## src/rtl/i2c_byte_seq_pkg.sv

```systemverilog
package i2c_byte_seq_pkg;

  // Data bits carried by one transfer: zero selects the full width.
  function automatic int unsigned data_bits(int unsigned cnt, int unsigned full);
    return (cnt == 0) ? full : cnt;
  endfunction

  // Serial clocks taken by one transfer, acknowledge clock included.
  function automatic int unsigned xfer_len(int unsigned cnt, logic ack,
                                           int unsigned full);
    return data_bits(cnt, full) + (ack ? 1 : 0);
  endfunction

endpackage

```

## src/rtl/bc_ctl_reg.sv

```systemverilog
module bc_ctl_reg #(
  parameter int CNT_W = 3
) (
  input  logic             clk,
  input  logic             rst_n,
  input  logic             cfg_we,
  input  logic             cfg_en,
  input  logic             cfg_ack,
  input  logic [CNT_W-1:0] cfg_cnt,
  input  logic             clr_cnt,
  output logic             en_q,
  output logic             ack_q,
  output logic [CNT_W-1:0] cnt_q
);
  always_ff @(posedge clk or negedge rst_n) begin
    if (!rst_n) begin
      en_q  <= 1'b0;
      ack_q <= 1'b0;
      cnt_q <= '0;
    end else begin
      if (cfg_we) begin
        en_q  <= cfg_en;
        ack_q <= cfg_ack;
        cnt_q <= cfg_cnt;
      end
      // End of transfer or START wins over a same-cycle write.
      if (clr_cnt) cnt_q <= '0;
    end
  end
endmodule

```

## src/rtl/bc_bit_seq.sv

```systemverilog
module bc_bit_seq
  import i2c_byte_seq_pkg::*;
#(
  parameter int CNT_W = 3,
  parameter int LEN_W = CNT_W + 2
) (
  input  logic             clk,
  input  logic             rst_n,
  input  logic             en,
  input  logic             start,
  input  logic             scl_rise,
  input  logic             ack,
  input  logic [CNT_W-1:0] cnt,
  output logic [LEN_W-1:0] pos_q,
  output logic             done_q,
  output logic             evt_done,
  output logic             evt_data,
  output logic [LEN_W-1:0] len
);
  localparam int unsigned FULL = 1 << CNT_W;

  logic [LEN_W-1:0] bits;
  logic [LEN_W-1:0] pos_inc;
  logic             qual;

  always_comb begin
    len      = LEN_W'(xfer_len(32'(cnt), ack, FULL));
    bits     = LEN_W'(data_bits(32'(cnt), FULL));
    pos_inc  = pos_q + LEN_W'(1);
    qual     = en & scl_rise & ~start;
    evt_done = qual & (pos_inc >= len);
    evt_data = qual & (pos_q < bits);
  end

  always_ff @(posedge clk or negedge rst_n) begin
    if (!rst_n) begin
      pos_q  <= '0;
      done_q <= 1'b0;
    end else if (!en || start) begin
      pos_q  <= '0;
      done_q <= 1'b0;
    end else if (scl_rise) begin
      done_q <= evt_done;
      pos_q  <= evt_done ? '0 : pos_inc;
    end else begin
      done_q <= 1'b0;
    end
  end
endmodule

```

## src/rtl/bc_flags.sv

```systemverilog
module bc_flags (
  input  logic clk,
  input  logic rst_n,
  input  logic en,
  input  logic start,
  input  logic stop,
  input  logic arb_det,
  input  logic done_evt,
  input  logic dat_wr,
  output logic idle_q,
  output logic busy_q,
  output logic arb_q
);
  always_ff @(posedge clk or negedge rst_n) begin
    if (!rst_n) begin
      idle_q <= 1'b1;
      busy_q <= 1'b0;
      arb_q  <= 1'b0;
    end else if (!en) begin
      idle_q <= 1'b1;
      busy_q <= 1'b0;
      arb_q  <= 1'b0;
    end else begin
      if (done_evt)    idle_q <= 1'b0;
      else if (dat_wr) idle_q <= 1'b1;
      if (start)       busy_q <= 1'b1;
      else if (stop)   busy_q <= 1'b0;
      if (start)       arb_q  <= 1'b0;
      else if (arb_det) arb_q <= 1'b1;
    end
  end
endmodule

```

## src/rtl/bc_shreg.sv

```systemverilog
module bc_shreg #(
  parameter int DAT_W = 8
) (
  input  logic             clk,
  input  logic             rst_n,
  input  logic             wr,
  input  logic [DAT_W-1:0] wdata,
  input  logic             shift,
  input  logic             sda,
  output logic [DAT_W-1:0] q
);
  always_ff @(posedge clk or negedge rst_n) begin
    if (!rst_n)     q <= '0;
    else if (wr)    q <= wdata;
    else if (shift) q <= {q[DAT_W-2:0], sda};
  end
endmodule

```

## src/rtl/i2c_byte_seq.sv

```systemverilog
module i2c_byte_seq #(
  parameter  int CNT_W = 3,
  localparam int DAT_W = 1 << CNT_W,
  localparam int LEN_W = CNT_W + 2
) (
  input  logic             clk,
  input  logic             rst_n,
  input  logic             cfg_we,
  input  logic             cfg_en,
  input  logic             cfg_ack,
  input  logic [CNT_W-1:0] cfg_cnt,
  input  logic             dat_we,
  input  logic [DAT_W-1:0] dat_wdata,
  input  logic             sda_in,
  input  logic             scl_rise,
  input  logic             start_det,
  input  logic             stop_det,
  input  logic             arb_det,
  output logic             irq,
  output logic             xfer_done,
  output logic             req_idle,
  output logic             bus_busy,
  output logic             arb_lost,
  output logic             pin_oe,
  output logic [CNT_W-1:0] cnt_field,
  output logic [LEN_W-1:0] bit_pos,
  output logic [DAT_W-1:0] data_q
);
  logic             en_q, ack_q;
  logic [CNT_W-1:0] cnt_q;
  logic             evt_done, evt_data, done_q;
  logic [LEN_W-1:0] len;
  logic             dat_wr, clr_cnt;
  logic             idle_q, busy_q, arb_q;

  assign dat_wr  = dat_we & en_q;
  assign clr_cnt = en_q & (start_det | evt_done);

  bc_ctl_reg #(.CNT_W(CNT_W)) u_ctl (
    .clk(clk), .rst_n(rst_n), .cfg_we(cfg_we), .cfg_en(cfg_en),
    .cfg_ack(cfg_ack), .cfg_cnt(cfg_cnt), .clr_cnt(clr_cnt),
    .en_q(en_q), .ack_q(ack_q), .cnt_q(cnt_q)
  );

  bc_bit_seq #(.CNT_W(CNT_W), .LEN_W(LEN_W)) u_seq (
    .clk(clk), .rst_n(rst_n), .en(en_q), .start(start_det),
    .scl_rise(scl_rise), .ack(ack_q), .cnt(cnt_q), .pos_q(bit_pos),
    .done_q(done_q), .evt_done(evt_done), .evt_data(evt_data), .len(len)
  );

  bc_flags u_flags (
    .clk(clk), .rst_n(rst_n), .en(en_q), .start(start_det),
    .stop(stop_det), .arb_det(arb_det), .done_evt(evt_done),
    .dat_wr(dat_wr), .idle_q(idle_q), .busy_q(busy_q), .arb_q(arb_q)
  );

  bc_shreg #(.DAT_W(DAT_W)) u_sh (
    .clk(clk), .rst_n(rst_n), .wr(dat_wr), .wdata(dat_wdata),
    .shift(evt_data), .sda(sda_in), .q(data_q)
  );

  // Flags are masked by the enable so they take their fixed values at once.
  assign pin_oe    = en_q;
  assign cnt_field = cnt_q;
  assign req_idle  = idle_q | ~en_q;
  assign irq       = ~req_idle;
  assign bus_busy  = busy_q & en_q;
  assign arb_lost  = arb_q & en_q;
  assign xfer_done = done_q & en_q;
endmodule

```

## config.mk

```make
export PLATFORM = sky130hd
export DESIGN_NAME = i2c_byte_seq
export DESIGN_NICKNAME = d
export VERILOG_FILES = /design/src/rtl/i2c_byte_seq_pkg.sv /design/src/rtl/bc_ctl_reg.sv /design/src/rtl/bc_bit_seq.sv /design/src/rtl/bc_flags.sv /design/src/rtl/bc_shreg.sv /design/src/rtl/i2c_byte_seq.sv
export SDC_FILE = /design/constraint.sdc
export NUM_CORES = 1
export LEC_CHECK = 0
export BUFFER_PORTS_ARGS = -buffer_cell sky130_fd_sc_hd__buf_2
export CAP_MARGIN = 20
export CORE_MARGIN = 2
export CORE_UTILIZATION = 45
export CTS_BUF_LIST = sky130_fd_sc_hd__clkbuf_8
export DETAILED_ROUTE_END_ITERATION = 16
export MAX_ROUTING_LAYER = met4
export PLACE_DENSITY_LB_ADDON = 0.25
export SYNTH_ARGS = -nofsm -noshare
export SYNTH_HDL_FRONTEND = slang
export SYNTH_SLANG_ARGS = --single-unit
export TNS_END_PERCENT = 20
```

## constraint.sdc

```tcl
create_clock -name clk -period 5.7 [get_ports clk]
set_clock_uncertainty 0.15 [all_clocks]
set_input_delay 1.14 -clock clk [delete_from_list [all_inputs] [get_ports clk]]
set_output_delay 1.14 -clock clk [all_outputs]
set_load 0.02 [all_outputs]
```

==> reports/qor.json, run 1 <==
{
  "power.share.combinational": {"value": 33.7, "unit": "%"},
  "synth_sequential_area_ratio": {"value": 38.8, "unit": "%"},
  "fp.dieArea": {"value": 3630, "unit": "sq um"},
  "cts-resized-gates": {"value": 0},
  "cts_setup_buffers": {"value": 0},
  "reg2regPathDepth": {"value": 7},
  "utilization": {"value": 55.9, "unit": "%"},
  "dpl_worst_slack": {"value": 3.29, "unit": "ns"},
  "multi_input_area": {"value": 783, "unit": "sq um"},
  "pwr-share-seq": {"value": 44.7, "unit": "%"},
  "p_int": {"value": 286, "unit": "uW"},
  "cts_tree": {"value": "yes"},
  "synth_top_area_share": {"value": 36.9, "unit": "%"},
  "clk-insertion-delay-late": {"value": 0.26, "unit": "ns"},
  "rr_startpoint": {"value": "u_ctl.cnt_q[1]$_DFFE_PN0P_"},
  "rsz0062_at_grt": {"value": "no"},
  "vias_after_detailed_routing": {"value": 1277},
  "port_buffers": {"value": 43},
  "p_sw_share": {"value": 36.9, "unit": "%"},
  "max_cap_violations": {"value": 0},
  "final.setup.worst_slack": {"value": 3.22, "unit": "ns"},
  "number_of_cells_after_detailed_placement": {"value": 231},
  "pwr_density_cell": {"value": 268, "unit": "nW/um^2"},
  "ff_latch_area": {"value": 552, "unit": "sq um"},
  "layout.nets": {"value": 225},
  "timing.final.setup_violations": {"value": 0},
  "initial_core_util": {"value": 47.0, "unit": "%"},
  "antenna_violations_before_repair": {"value": 0},
  "worst_hold_slack": {"value": 0.350, "unit": "ns"},
  "relSlewSlack": {"value": 64.1, "unit": "%"},
  "dpl-instance-area": {"value": 1650, "unit": "sq um"},
  "worst_r2r_endpoint": {"value": "u_ctl.cnt_q[2]$_DFFE_PN0P_"},
  "first_pass_iters": {"value": 4},
  "dieHeight": {"value": 60.2, "unit": "um"},
  "cts_root_buffer": {"value": "clkbuf_8"},
  "timing.final.max_slew_violations": {"value": 0},
  "area_growth": {"value": 18.9, "unit": "%"},
  "io_pins": {"value": 44},
  "final.min_clock_period": {"value": 2.48, "unit": "ns"},
  "synth_edf_count": {"value": 0},
  "core_area": {"value": 3030, "unit": "sq um"},
  "timing.critical_path.to_type": {"value": "output pin"},
  "final_hold_viol_count": {"value": 0},
  "stdcell_area": {"value": 1690, "unit": "sq um"},
  "detail_route.wl_per_cell": {"value": 14.1, "unit": "um"},
  "avgViaCountPerCell": {"value": 5.43},
  "synthDistinctLibCells": {"value": 38},
  "fillerInstances": {"value": 288},
  "total_power": {"value": 454, "unit": "uW"},
  "vdd_drop_max": {"value": 0.0000995, "unit": "V"},
  "share_clk_of_total_power": {"value": 21.6, "unit": "%"},
  "max_slew.worst_pin.slew": {"value": 0.535, "unit": "ns"},
  "cts-root-to-sink-buffers": {"value": 2},
  "grt.total_usage": {"value": 21.4, "unit": "%"},
  "synth-seq-cells": {"value": 22},
  "drc": {"value": 0},
  "syn-cell-area": {"value": 1420, "unit": "sq um"},
  "maxClockFrequency": {"value": 403, "unit": "MHz"},
  "hold_buffers": {"value": 0},
  "drtIter0Drc": {"value": 28},
  "wirelength": {"value": 3.31, "unit": "mm"},
  "synth_top_area_cell": {"value": "dfrtp_1"},
  "grt_first_pass_wirelength": {"value": 5.78, "unit": "mm"},
  "critical_path_arrival": {"value": 1.19, "unit": "ns"},
  "static_leakage": {"value": 0.837, "unit": "nW"},
  "grt-ovfl-total": {"value": 0},
  "vias_in_the_first_global_route": {"value": 1332},
  "floorplan.rows": {"value": 20},
  "syn_nets": {"value": 185},
  "drive_above_1_share": {"value": 28.8, "unit": "%"},
  "synthesis.yosys.warnings": {"value": 0},
  "synth_area_per_cell": {"value": 9.36, "unit": "sq um"},
  "grt_start_max_net_pins": {"value": 23},
  "asyncSetResetFlopFracSynth": {"value": 100, "unit": "%"},
  "layoutNonFillerInstCount": {"value": 235},
  "antennaDiodeCount": {"value": 0},
  "setup.worst_path.start_class": {"value": "flip-flop"},
  "worstHoldStart": {"value": "u_flags.arb_q$_DFFE_PN0P_"},
  "hold_class": {"value": "reg2reg"},
  "drt.antenna.violating_nets": {"value": 0},
  "cp_max_fo": {"value": 13},
  "synth.top_cells.by_area": {"value": "dfrtp_1 37%, ha_1 9.7%, a31oi_1 7.0%"},
  "cts-htree-levels": {"value": 1},
  "worst_setup_hold_path_clk_slew": {"value": 0.08, "unit": "ns"},
  "cts_bufs_inserted": {"value": 3},
  "netlist_instances": {"value": 152},
  "setup_tns": {"value": 0, "unit": "ns"},
  "finalCritPeriodShare": {"value": 43.6, "unit": "%"},
  "timing.hold.worst_endpoint": {"value": "u_flags.arb_q$_DFFE_PN0P_"},
  "ff2ff_setup_slack": {"value": 3.31, "unit": "ns"},
  "status": {"value": "finished clean"},
  "synth_ff_type": {"value": "dfrtp_1"},
  "cts.sinks": {"value": 22},
  "place.gp.congestion": {"value": 0.785},
  "floorplan.die.width": {"value": 60.2, "unit": "um"},
  "worst-endpoint-required": {"value": 4.41, "unit": "ns"},
  "critical_path_class": {"value": "reg2out"},
  "p_sw": {"value": 167, "unit": "uW"},
  "place.detailed.hpwl": {"value": 2.54, "unit": "mm"},
  "holdPathStages": {"value": 2}
}
[worst max-delay path by stage]
stage / start / to / slack, ns / cells past startpoint
after CTS: u_ctl.en_q$_DFFE_PN0P_ / irq / 3.20 / 3
after global routing: u_ctl.en_q$_DFFE_PN0P_ / irq / 3.10 / 3
final: u_ctl.en_q$_DFFE_PN0P_ / irq / 3.22 / 3
after global placement: start_det / u_sh.q[5]$_DFFE_PN0P_ / 3.33 / 5
after floorplan: u_ctl.en_q$_DFFE_PN0P_ / irq / 3.36 / 3
after detailed placement: start_det / u_sh.q[2]$_DFFE_PN0P_ / 3.29 / 5
[registers in the layout, indices dropped and copies added (netlist names)]
register and count:
u_ctl.en_q 1, u_ctl.ack_q 1, u_sh.q 8, u_flags.arb_q 1, u_seq.pos_q 5, u_seq.done_q 1
u_ctl.cnt_q 3, u_flags.busy_q 1, u_flags.idle_q 1
[worst max-delay path, cell delays in order, from the launching register on]
cell and delay (ns):
dfrtp_1 0.55, nand2b_1 0.16, inv_1 0.07, buf_2 0.16
[synth_stat cells (all sizes together) (2+ instances only)]
cell type / n
nor2: 13
a21oi: 4
nand2: 6
ha: 11
o21ai: 6
inv: 11
xor2: 3
o211ai: 11
mux2i: 3
clkbuf: 4
nor2b: 2
mux2: 2
dfrtp: 21
a21boi: 8
nand3: 4
and2: 6
a31oi: 16
a221oi: 3
nand2b: 3
o21a: 2
buf: 4
[final cells by class]
class                      count  area share [%]
inverter                      11            2.44
clock inverter                 1           0.222
timing repair buffer          43            12.7
multi-input combinational    111            46.3
sequential                    22            32.6
tap                           44            3.25
clock buffer                   3            2.44
[power groups by stage]
stage / registers [mW] / logic, mW / clock network, mW
CTS: 0.203 / 0.154 / 0.101
global route: 0.207 / 0.172 / 0.106
finish: 0.203 / 0.153 / 0.0979
global placement: 0.205 / 0.149 / 0
floorplan: 0.222 / 0.0840 / 0
detailed placement: 0.206 / 0.154 / 0
[placed cells by master, fill, tap and decap left out, types with 4 or more instances in the layout]
master	netlist	layout
nand2_1	6	6
o21ai_0	4	4
ha_1	11	11
o211ai_1	11	11
a31oi_1	16	16
a21boi_1	4	4
inv_1	11	12
nand3_1	4	4
buf_2	1	43
nor2_1	12	12
dfrtp_1	21	21
and2_1	5	5
a21boi_0	4	4
[kinds of logic after synthesis]
kind of cell / after synthesis / synth area share (%)
muxes: 5 / 3.69
AOI/OAI and AO/OA: 52 / 25.4
DFF: 22 / 38.8
and+or+nand+nor: 38 / 13.5
adders and majority gates: 11 / 9.67
other: 1 / 0.264
buffers and inverters: 19 / 6.16
xor gates and xnor gates: 4 / 2.46
[routing by layer]
| layer | GRT usage, % | vias to the layer above | share of wire (%) |
|---|---|---|---|
| met5 | - | - | 0 |
| met4 | 7.62 | 0 | 0.57 |
| met3 | 2.81 | 4 | 4.9 |
| met2 | 35.7 | 41 | 49 |
| met1 | 26.3 | 602 | 46 |
| li1 | - | 630 | - |
No activity file was read; power rests on OpenSTA's default activity.
==> run 2: changes to the inputs <==
==> constraint.sdc (replaced) <==
create_clock -name clk -period 2.58 [get_ports clk]
set_clock_uncertainty 0.15 [all_clocks]
set_input_delay 0.516 -clock clk [delete_from_list [all_inputs] [get_ports clk]]
set_output_delay 0.516 -clock clk [all_outputs]
set_load 0.02 [all_outputs]
==> reports/qor.json, run 2 (synthesized netlist as in run 1, its figures left out) <==
{
  "status": {"value": "finished clean"},
  "cts_bufs_inserted": {"value": 3},
  "max_cap_violations": {"value": 0},
  "core_area": {"value": 3030, "unit": "sq um"},
  "floorplan.rows": {"value": 20},
  "timing.final.setup_violations": {"value": 0},
  "port_buffers": {"value": 43},
  "worst_setup_hold_path_clk_slew": {"value": 0.09, "unit": "ns"},
  "final_hold_viol_count": {"value": 0},
  "finalCritPeriodShare": {"value": 92.1, "unit": "%"},
  "max_slew.worst_pin.slew": {"value": 0.568, "unit": "ns"},
  "largest_register": {"value": "u_sh.q"},
  "critPathMaxStageDelay": {"value": 0.45, "unit": "ns"},
  "series_of_cell_instances_along_the_critical_path": {"value": "or3_1, and2_1, ha_1, a21o_1, a21oi_2, o21ai_2, a221oi_1"},
  "worst_hold_slack": {"value": 0.0575, "unit": "ns"},
  "antenna_violations_before_repair": {"value": 0},
  "drive_above_1_share": {"value": 29.3, "unit": "%"},
  "clk-insertion-delay-late": {"value": 0.27, "unit": "ns"},
  "setup_tns": {"value": 0, "unit": "ns"},
  "cts-root-to-sink-buffers": {"value": 2},
  "cp_max_fo": {"value": 6},
  "number_of_cells_after_detailed_placement": {"value": 231},
  "dieHeight": {"value": 60.2, "unit": "um"},
  "fp.dieArea": {"value": 3630, "unit": "sq um"},
  "stdcell_area": {"value": 1720, "unit": "sq um"},
  "total_power": {"value": 1.12, "unit": "mW"},
  "grt.total_usage": {"value": 21.5, "unit": "%"},
  "critical_path_arrival": {"value": 2.39, "unit": "ns"},
  "io_pins": {"value": 44},
  "first_pass_iters": {"value": 4},
  "floorplan.die.width": {"value": 60.2, "unit": "um"},
  "maxClockFrequency": {"value": 421, "unit": "MHz"},
  "drc": {"value": 0},
  "cts_setup_buffers": {"value": 0},
  "timing.critical_path.to_type": {"value": "flip-flop"},
  "fillerInstances": {"value": 286},
  "worst-endpoint-required": {"value": 2.59, "unit": "ns"},
  "antennaDiodeCount": {"value": 0},
  "hold_class": {"value": "in2async"},
  "grt-ovfl-total": {"value": 0},
  "vias_in_the_first_global_route": {"value": 1226},
  "grt_start_max_net_pins": {"value": 23},
  "vdd_drop_max": {"value": 0.000280, "unit": "V"},
  "vias_after_detailed_routing": {"value": 1316},
  "grt_first_pass_wirelength": {"value": 5.66, "unit": "mm"},
  "pwr_density_cell": {"value": 651, "unit": "nW/um^2"},
  "cts-htree-levels": {"value": 1},
  "largest_register_ffs": {"value": 8},
  "final.setup.worst_slack": {"value": 0.203, "unit": "ns"},
  "hold_buffers": {"value": 0},
  "initial_core_util": {"value": 47.0, "unit": "%"},
  "cts-resized-gates": {"value": 0},
  "area_growth": {"value": 20.8, "unit": "%"},
  "final.min_clock_period": {"value": 2.38, "unit": "ns"},
  "place.gp.congestion": {"value": 0.923},
  "utilization": {"value": 56.7, "unit": "%"},
  "place.detailed.hpwl": {"value": 2.58, "unit": "mm"},
  "static_leakage": {"value": 0.846, "unit": "nW"},
  "cts_root_buffer": {"value": "clkbuf_8"},
  "wirelength": {"value": 3.46, "unit": "mm"},
  "relSlewSlack": {"value": 61.9, "unit": "%"},
  "critical_path_class": {"value": "reg2reg"},
  "mostFrequentLayoutCells": {"value": "43 x buf_2, 21 x dfrtp_1, 16 x a31oi_1"},
  "cts_tree": {"value": "yes"},
  "drt.antenna.violating_nets": {"value": 0},
  "setup.worst_path.start_class": {"value": "flip-flop"},
  "layout.cells.most_common": {"value": "buf_2"},
  "detail_route.wl_per_cell": {"value": 14.7, "unit": "um"},
  "rsz0062_at_grt": {"value": "no"},
  "layoutNonFillerInstCount": {"value": 235},
  "drtIter0Drc": {"value": 71},
  "timing.final.max_slew_violations": {"value": 0},
  "dpl_worst_slack": {"value": 0.244, "unit": "ns"},
  "cts.sinks": {"value": 22},
  "layout.nets": {"value": 225},
  "biggestRegsByFlops": {"value": "u_sh.q x8, u_seq.pos_q x5, u_ctl.cnt_q x3"},
  "avgViaCountPerCell": {"value": 5.60},
  "critPathSlowestCell": {"value": "dfrtp_1"},
  "dpl-instance-area": {"value": 1650, "unit": "sq um"}
}
## run 2: cell types whose count changed in the layout (fill, tap and decap cells not counted), sizes merged
cell    previous run  this run
bufinv             0         1
inv               12        11
## run 2: path summary, 6_finish.rpt
kind                                       startpoint  cells past startpoint                         end  slack [ns]
max                        u_ctl.cnt_q[1]$_DFFE_PN0P_                      7  u_ctl.cnt_q[2]$_DFFE_PN0P_        0.20
min                                             rst_n                      1  u_seq.pos_q[4]$_DFFE_PN0P_        0.06
max reg2reg                u_ctl.cnt_q[1]$_DFFE_PN0P_                      7  u_ctl.cnt_q[2]$_DFFE_PN0P_        0.20
min reg2reg                 u_flags.arb_q$_DFFE_PN0P_                      2   u_flags.arb_q$_DFFE_PN0P_        0.35
max in group asynchronous                       rst_n                      1  u_flags.idle_q$_DFFE_PN1P_        1.86
min in group clk                              arb_det                      3   u_flags.arb_q$_DFFE_PN0P_        0.32
## run 2: routing by layer
layer  vias up  track usage (%)  part of all wire [%]
met5         -                -                     0
met4         0             9.84                   2.5
met3        10             1.95                   5.1
met2        53             33.5                    46
met1       621             28.2                    46
li1        632                -                     -
## run 2: area by class of cell
class,count,area [sq um],area share [%]
multi-input cells,111,783,45.6
flip-flops and latches,22,552,32.1
repair buffers,43,215,12.5
well taps,44,55.1,3.20
clock buffers,3,41.3,2.40
inverters,11,41.3,2.40
clock inverters,1,30.0,1.75
## run 2: critical path: cells and delay by family (launching register included)
family / cells / cell delay [ns]
and+or+nand+nor: 2 / 0.54
adders and majority gates: 1 / 0.29
DFF: 1 / 0.45
AOI/OAI and AO/OA: 4 / 0.83
## run 2: power by group
part	switching, mW	leakage [nW]	internal [mW]
Sequential	0.0549	0.268	0.393
Clock	0.122	0.0357	0.207
Combinational	0.207	0.542	0.134
Total	0.384	0.846	0.734
